File: src/rtl/txenc_pkg.sv
package txenc_pkg;
    localparam int CG_W  = 5;
    localparam int NIB_W = 4;

    typedef enum logic [2:0] {
        PH_IDLE,
        PH_J,
        PH_K,
        PH_DATA,
        PH_T
    } phase_e;

    localparam logic [CG_W-1:0] CG_IDLE = 5'b11111;
    localparam logic [CG_W-1:0] CG_J    = 5'b11000;
    localparam logic [CG_W-1:0] CG_K    = 5'b10001;
    localparam logic [CG_W-1:0] CG_T    = 5'b01101;
    localparam logic [CG_W-1:0] CG_R    = 5'b00111;
    localparam logic [CG_W-1:0] CG_HALT = 5'b00100;

    function automatic logic [CG_W-1:0] map_nibble(input logic [NIB_W-1:0] n);
        logic [CG_W-1:0] c;
        unique case (n)
            4'h0: c = 5'b11110;
            4'h1: c = 5'b01001;
            4'h2: c = 5'b10100;
            4'h3: c = 5'b10101;
            4'h4: c = 5'b01010;
            4'h5: c = 5'b01011;
            4'h6: c = 5'b01110;
            4'h7: c = 5'b01111;
            4'h8: c = 5'b10010;
            4'h9: c = 5'b10011;
            4'hA: c = 5'b10110;
            4'hB: c = 5'b10111;
            4'hC: c = 5'b11010;
            4'hD: c = 5'b11011;
            4'hE: c = 5'b11100;
            default: c = 5'b11101;
        endcase
        return c;
    endfunction
endpackage

File: src/rtl/tx_cg_framer.sv
module tx_cg_framer
    import txenc_pkg::*;
(
    input  logic             clk,
    input  logic             rst_n,
    input  logic [NIB_W-1:0] tx_nibble,
    input  logic             tx_en,
    input  logic             tx_err,
    input  logic             byp_enc,
    output logic             nib_strobe,
    output logic             nrz_bit,
    output logic [CG_W-1:0]  code_tap
);
    localparam int SLOT_W = $clog2(CG_W);
    localparam logic [SLOT_W-1:0] LAST_SLOT = SLOT_W'(CG_W - 1);

    typedef struct packed {
        logic [SLOT_W-1:0] slot;
        phase_e            phase;
        logic [CG_W-1:0]   shreg;
        logic [CG_W-1:0]   code;
    } framer_t;

    framer_t         st_d, st_q;
    logic            load;
    logic [CG_W-1:0] next_cg;
    phase_e          next_ph;

    always_comb begin
        st_d    = st_q;
        load    = (st_q.slot == LAST_SLOT);
        next_cg = CG_IDLE;
        next_ph = st_q.phase;
        if (byp_enc) begin
            next_cg = {tx_err, tx_nibble};
            next_ph = PH_IDLE;
        end else begin
            unique case (st_q.phase)
                PH_IDLE: begin
                    if (tx_en) begin
                        next_cg = CG_J;
                        next_ph = PH_J;
                    end
                end
                PH_J: begin
                    next_cg = CG_K;
                    next_ph = PH_K;
                end
                PH_K, PH_DATA: begin
                    if (tx_en) begin
                        next_cg = tx_err ? CG_HALT : map_nibble(tx_nibble);
                        next_ph = PH_DATA;
                    end else begin
                        next_cg = CG_T;
                        next_ph = PH_T;
                    end
                end
                PH_T: begin
                    next_cg = CG_R;
                    next_ph = PH_IDLE;
                end
                default: begin
                    next_cg = CG_IDLE;
                    next_ph = PH_IDLE;
                end
            endcase
        end
        if (load) begin
            st_d.slot  = '0;
            st_d.phase = next_ph;
            st_d.shreg = next_cg;
            st_d.code  = next_cg;
        end else begin
            st_d.slot  = st_q.slot + 1'b1;
            st_d.shreg = {st_q.shreg[CG_W-2:0], 1'b0};
        end
        if (!rst_n) begin
            st_d.slot  = '0;
            st_d.phase = PH_IDLE;
            st_d.shreg = CG_IDLE;
            st_d.code  = CG_IDLE;
        end
    end

    always_ff @(posedge clk) begin
        st_q <= st_d;
    end

    assign nib_strobe = load;
    assign nrz_bit    = st_q.shreg[CG_W-1];
    assign code_tap   = st_q.code;


    strobe_gap_chk: assert property (@(posedge clk) disable iff (!rst_n)
        nib_strobe |=> !nib_strobe);


    jk_order_chk: assert property (@(posedge clk) disable iff (!rst_n)
        (load && !byp_enc && st_q.phase == PH_J) |=> (code_tap == CG_K));


    tr_order_chk: assert property (@(posedge clk) disable iff (!rst_n)
        (load && !byp_enc && st_q.phase == PH_T) |=> (code_tap == CG_R));


    halt_code_chk: assert property (@(posedge clk) disable iff (!rst_n)
        (load && !byp_enc && tx_en && tx_err &&
         (st_q.phase == PH_K || st_q.phase == PH_DATA)) |=> (code_tap == CG_HALT));
endmodule

File: src/rtl/tx_lfsr_scrambler.sv
module tx_lfsr_scrambler #(
    parameter int LFSR_W = 11,
    parameter int TAP_HI = 10,
    parameter int TAP_LO = 8,
    parameter int ADDR_W = 5
) (
    input  logic              clk,
    input  logic              rst_n,
    input  logic [ADDR_W-1:0] station_addr,
    input  logic              byp_scr,
    input  logic              nrz_in,
    output logic              scr_out
);
    typedef struct packed {
        logic [LFSR_W-1:0] lfsr;
    } scr_t;

    scr_t              st_d, st_q;
    logic              key;
    logic [LFSR_W-1:0] seed;

    always_comb begin
        seed    = '0;
        seed[0] = 1'b1;
        for (int i = 1; i < LFSR_W; i++) begin
            seed[i] = station_addr[(i-1) % ADDR_W] ^ (((i-1) / ADDR_W) % 2 == 1);
        end
    end

    always_comb begin
        st_d      = st_q;
        key       = st_q.lfsr[TAP_HI] ^ st_q.lfsr[TAP_LO];
        st_d.lfsr = {st_q.lfsr[LFSR_W-2:0], key};
        if (st_d.lfsr == '0) st_d.lfsr = seed;
        if (!rst_n)          st_d.lfsr = seed;
    end

    always_ff @(posedge clk) begin
        st_q <= st_d;
    end

    assign scr_out = byp_scr ? nrz_in : (nrz_in ^ key);


    lfsr_nonzero_chk: assert property (@(posedge clk) disable iff (!rst_n)
        st_q.lfsr != '0);
endmodule

File: src/rtl/tx_nrzi_line.sv
module tx_nrzi_line (
    input  logic clk,
    input  logic rst_n,
    input  logic byp_nrzi,
    input  logic bit_in,
    output logic line_bit
);
    typedef struct packed {
        logic level;
        logic line;
    } nrzi_t;

    nrzi_t st_d, st_q;

    always_comb begin
        st_d       = st_q;
        st_d.level = st_q.level ^ bit_in;
        st_d.line  = byp_nrzi ? bit_in : st_d.level;
        if (!rst_n) begin
            st_d.level = 1'b0;
            st_d.line  = 1'b0;
        end
    end

    always_ff @(posedge clk) begin
        st_q <= st_d;
    end

    assign line_bit = st_q.line;


    nrzi_hold_chk: assert property (@(posedge clk) disable iff (!rst_n)
        (!byp_nrzi && !bit_in) |=> (line_bit == $past(st_q.level)));


    nrzi_flip_chk: assert property (@(posedge clk) disable iff (!rst_n)
        (!byp_nrzi && bit_in) |=> (line_bit != $past(st_q.level)));


    nrz_pass_chk: assert property (@(posedge clk) disable iff (!rst_n)
        byp_nrzi |=> (line_bit == $past(bit_in)));
endmodule

File: src/rtl/tx_symbol_encoder.sv
module tx_symbol_encoder
    import txenc_pkg::*;
#(
    parameter int ADDR_W = 5,
    parameter int LFSR_W = 11
) (
    input  logic              clk,
    input  logic              rst_n,
    input  logic [ADDR_W-1:0] station_addr,
    input  logic [NIB_W-1:0]  tx_nibble,
    input  logic              tx_en,
    input  logic              tx_err,
    input  logic              byp_enc,
    input  logic              byp_scr,
    input  logic              byp_nrzi,
    output logic              nib_strobe,
    output logic [CG_W-1:0]   sym_tap,
    output logic              line_bit
);
    logic nrz_bit;
    logic scr_bit;

    tx_cg_framer u_framer (
        .clk        (clk),
        .rst_n      (rst_n),
        .tx_nibble  (tx_nibble),
        .tx_en      (tx_en),
        .tx_err     (tx_err),
        .byp_enc    (byp_enc),
        .nib_strobe (nib_strobe),
        .nrz_bit    (nrz_bit),
        .code_tap   (sym_tap)
    );

    tx_lfsr_scrambler #(
        .LFSR_W (LFSR_W),
        .TAP_HI (LFSR_W - 1),
        .TAP_LO (LFSR_W - 3),
        .ADDR_W (ADDR_W)
    ) u_scr (
        .clk          (clk),
        .rst_n        (rst_n),
        .station_addr (station_addr),
        .byp_scr      (byp_scr),
        .nrz_in       (nrz_bit),
        .scr_out      (scr_bit)
    );

    tx_nrzi_line u_nrzi (
        .clk      (clk),
        .rst_n    (rst_n),
        .byp_nrzi (byp_nrzi),
        .bit_in   (scr_bit),
        .line_bit (line_bit)
    );
endmodule

File: config.mk
export PLATFORM = sky130hd
export DESIGN_NAME = tx_symbol_encoder
export DESIGN_NICKNAME = d
export VERILOG_FILES = /design/src/rtl/txenc_pkg.sv /design/src/rtl/tx_cg_framer.sv /design/src/rtl/tx_lfsr_scrambler.sv /design/src/rtl/tx_nrzi_line.sv /design/src/rtl/tx_symbol_encoder.sv
export SDC_FILE = /design/constraint.sdc
export NUM_CORES = 1
export LEC_CHECK = 0
export BUFFER_PORTS_ARGS = -buffer_cell sky130_fd_sc_hd__clkbuf_2
export CORE_ASPECT_RATIO = 0.9
export CORE_MARGIN = 2
export CORE_UTILIZATION = 58
export CTS_CLUSTER_SIZE = 16
export DETAILED_ROUTE_END_ITERATION = 8
export GPL_ROUTABILITY_DRIVEN = 0
export HOLD_SLACK_MARGIN = 0.03
export PLACE_DENSITY = 0.88
export SYNTH_ARGS = -nofsm -noshare
export SYNTH_HDL_FRONTEND = slang
export SYNTH_SLANG_ARGS = --single-unit
File: constraint.sdc
create_clock -name clk -period 3.52 [get_ports clk]
set_input_delay 0.352 -clock clk [delete_from_list [all_inputs] [get_ports clk]]
set_output_delay 0.352 -clock clk [all_outputs]
set_load 0.01 [all_outputs]
==> qor.csv <==
metric,value,unit
unrepaired setup endpoints after global routing,no,
Hold Path Stages,2,
later-pin clock latency in the skew report,0.33,ns
type of the worst setup path,flip-flop to output pin,
reg2reg path depth,7,
CP Capture Type,output pin,
Antenna diodes,0,
Rows,16,
Worst Tran Pin Value,0.525,ns
routed wire length,2570,um
vias in the first global route,1049,
total number of vias,1126,
Tot Pwr,700,uW
Via density,5.77,
endpoints failing setup,0,
most common cell in the synthesized netlist,dfxtp_1,
layout cells sized above 1,22.0,%
Post-synth EDFFs,0,
DR WL/cell,13.2,um
Starting Density,61.8,%
status,"complete, no violations",
Post-CTS Setup Repair Bufs,0,
register area share after synthesis,42.7,%
core area,2200,um2
CTS Buf Count,5,
"top cells by count, synth","dfxtp_1, nand2_1, nor2_1",
GRT Overall Usage,22.8,%
Setup crit start,u_framer.st_q[13]$_SDFF_PP0_,
"Avg Cell Area, Syn",9.13,um2
P_leak,0.684,nW
CTS Sinks,29,
Root Driver,clkbuf_4,
Iteration-0 DRC Markers,18,
Mapped Cells,149,
Max-Slew Margin vs Limit,65.0,%
CTS max path bufs,2,
num ports,23,
Placed Cells incl. Taps,187,
synth unique cells,39,
crit path launch type,flip-flop,
RR Startpoint,u_framer.st_q[13]$_SDFF_PP0_,
"Hold-fix buffers, CTS",0,
Hold Path Origin,station_addr[3],
Layout Cells excl Fill,195,
Post-synth ARST share,0,%
grt ovf,0,
Max Cap Violations,0,
Power Dens Cells,466,nW/um2
Post-Syn Area,1360,um2
Final ANT Viol Nets,0,
drt first pass iters,5,
detailed placement HPWL,1840,um
syn_nets,167,
number of H-tree levels,2,
Crit Path Max Fanout,17,
Synth area leaders,"dfxtp_1, nand2_1, buf_4",
Nets,185,
required time of the critical path,3.17,ns
Fin Setup TNS,0,ns
die extent in y,49.9,um
Clock Skews,0.00772,ns
# DRC,0,
first-pass GRT wire length,4470,um
Yosys top cell by area,dfxtp_1,
"Hold Vio Cnt, Final",0,
fillers,192,
synthesis-to-finish area growth,10.6,%
Yosys Warn Count,0,
Period minus WS final,2.12,ns
period utilization,60.4,%
"Clk pin slew, worst setup/hold paths",0.09,ns
initial antenna violation count,0,
worst vdd rail ir drop,0.305,mV
input/output buffers,22,
Synth Flop Type,dfxtp_1,
Final Max Slew Viols,0,
die width,55.0,um
die area,2750,um2
Worst EP arrival,1.77,ns
cts repair resizes,0,
largest net degree at the start of global routing,32,
HP Class,input port to flip-flop,
CTS tree,yes,
fmax,471,MHz
"flops & latches, synth",29,
top cell type's share of synthesized area,42.7,%
## metrics by stage
step | hold slack, ns | instance area, um2 | worst slack (ns) | utilization, %
finish | 0.212 | 1500 | 1.40 | 68.3
global route | 0.221 | 1500 | 1.22 | 68.3
CTS | 0.209 | 1500 | 1.38 | 68.3
detailed placement | 0.413 | 1430 | 1.76 | 65.1
global placement | 0.399 | 1430 | 1.88 | 65.1
floorplan | 0.392 | 1360 | 2.25 | -
## path summary, 6_finish.rpt
check / end / slack, ns
max reg2reg: u_framer.st_q[8]$_SDFF_PN1_ / 1.79
min: u_scr.st_q[9]$_DFF_P_ / 0.21
max: nib_strobe / 1.40
min reg2reg: u_framer.st_q[8]$_SDFF_PN1_ / 0.42
## report_power, final
part	switching (mW)	total (mW)	internal, mW
clock	0.118	0.233	0.116
combinational	0.0473	0.0956	0.0484
sequential	0.0156	0.371	0.356
## cell type report
cell class                      instances  area (um2)  share of cell area, %
Sequential cell                        29         581                   38.6
Multi-Input combinational cell        104         691                   45.9
Inverter                                5        18.8                   1.25
Timing Repair Buffer                   22         110                   7.32
Clock inverter                          1        5.00                  0.333
Tap cell                               27        33.8                   2.25
Clock buffer                            7        65.1                   4.33
## per-layer routing
layer,up-vias,global-route usage [%],share of wire (%)
met1,526,29.3,46
met4,0,10.2,1.6
met2,34,34.3,46
li1,562,-,-
met3,4,7.27,7.0
met5,-,0,0
## critical path, stage by stage, from the launching register on
cell and delay, ns:
dfxtp_1 0.36, inv_1 0.06, ha_1 0.21, nand2_1 0.40, inv_1 0.23, clkbuf_2 0.18
## state kept, by name, summed over array words and instances (netlist names)
register	flops
u_framer.st_q	10
u_framer.nrz_bit	1
u_nrzi.line_bit	1
u_framer.code_tap	5
u_scr.st_q	11
u_nrzi.st_q	1
## logic make-up after synthesis
family | after synthesis | synth area share, %
and+or+nand+nor | 60 | 23.4
AOI/OAI and AO/OA | 36 | 19.5
DFF | 29 | 42.7
buffers and inverters | 16 | 6.53
xor gates and xnor gates | 4 | 4.60
muxes | 2 | 1.47
adders and majority gates | 2 | 1.84
## cell usage in the layout, fill, tap and decap left out, drive strengths merged, types with 5 or more instances in the layout
| master | netlist | routed |
|---|---|---|
| dfxtp | 29 | 29 |
| clkbuf | 2 | 29 |
| nand2 | 20 | 20 |
| nor2 | 12 | 12 |
| o21ai | 9 | 9 |
| nor2b | 7 | 7 |
| a21oi | 6 | 6 |
| a22o | 6 | 6 |
| inv | 5 | 5 |
No activity file was read; power rests on OpenSTA's default activity.
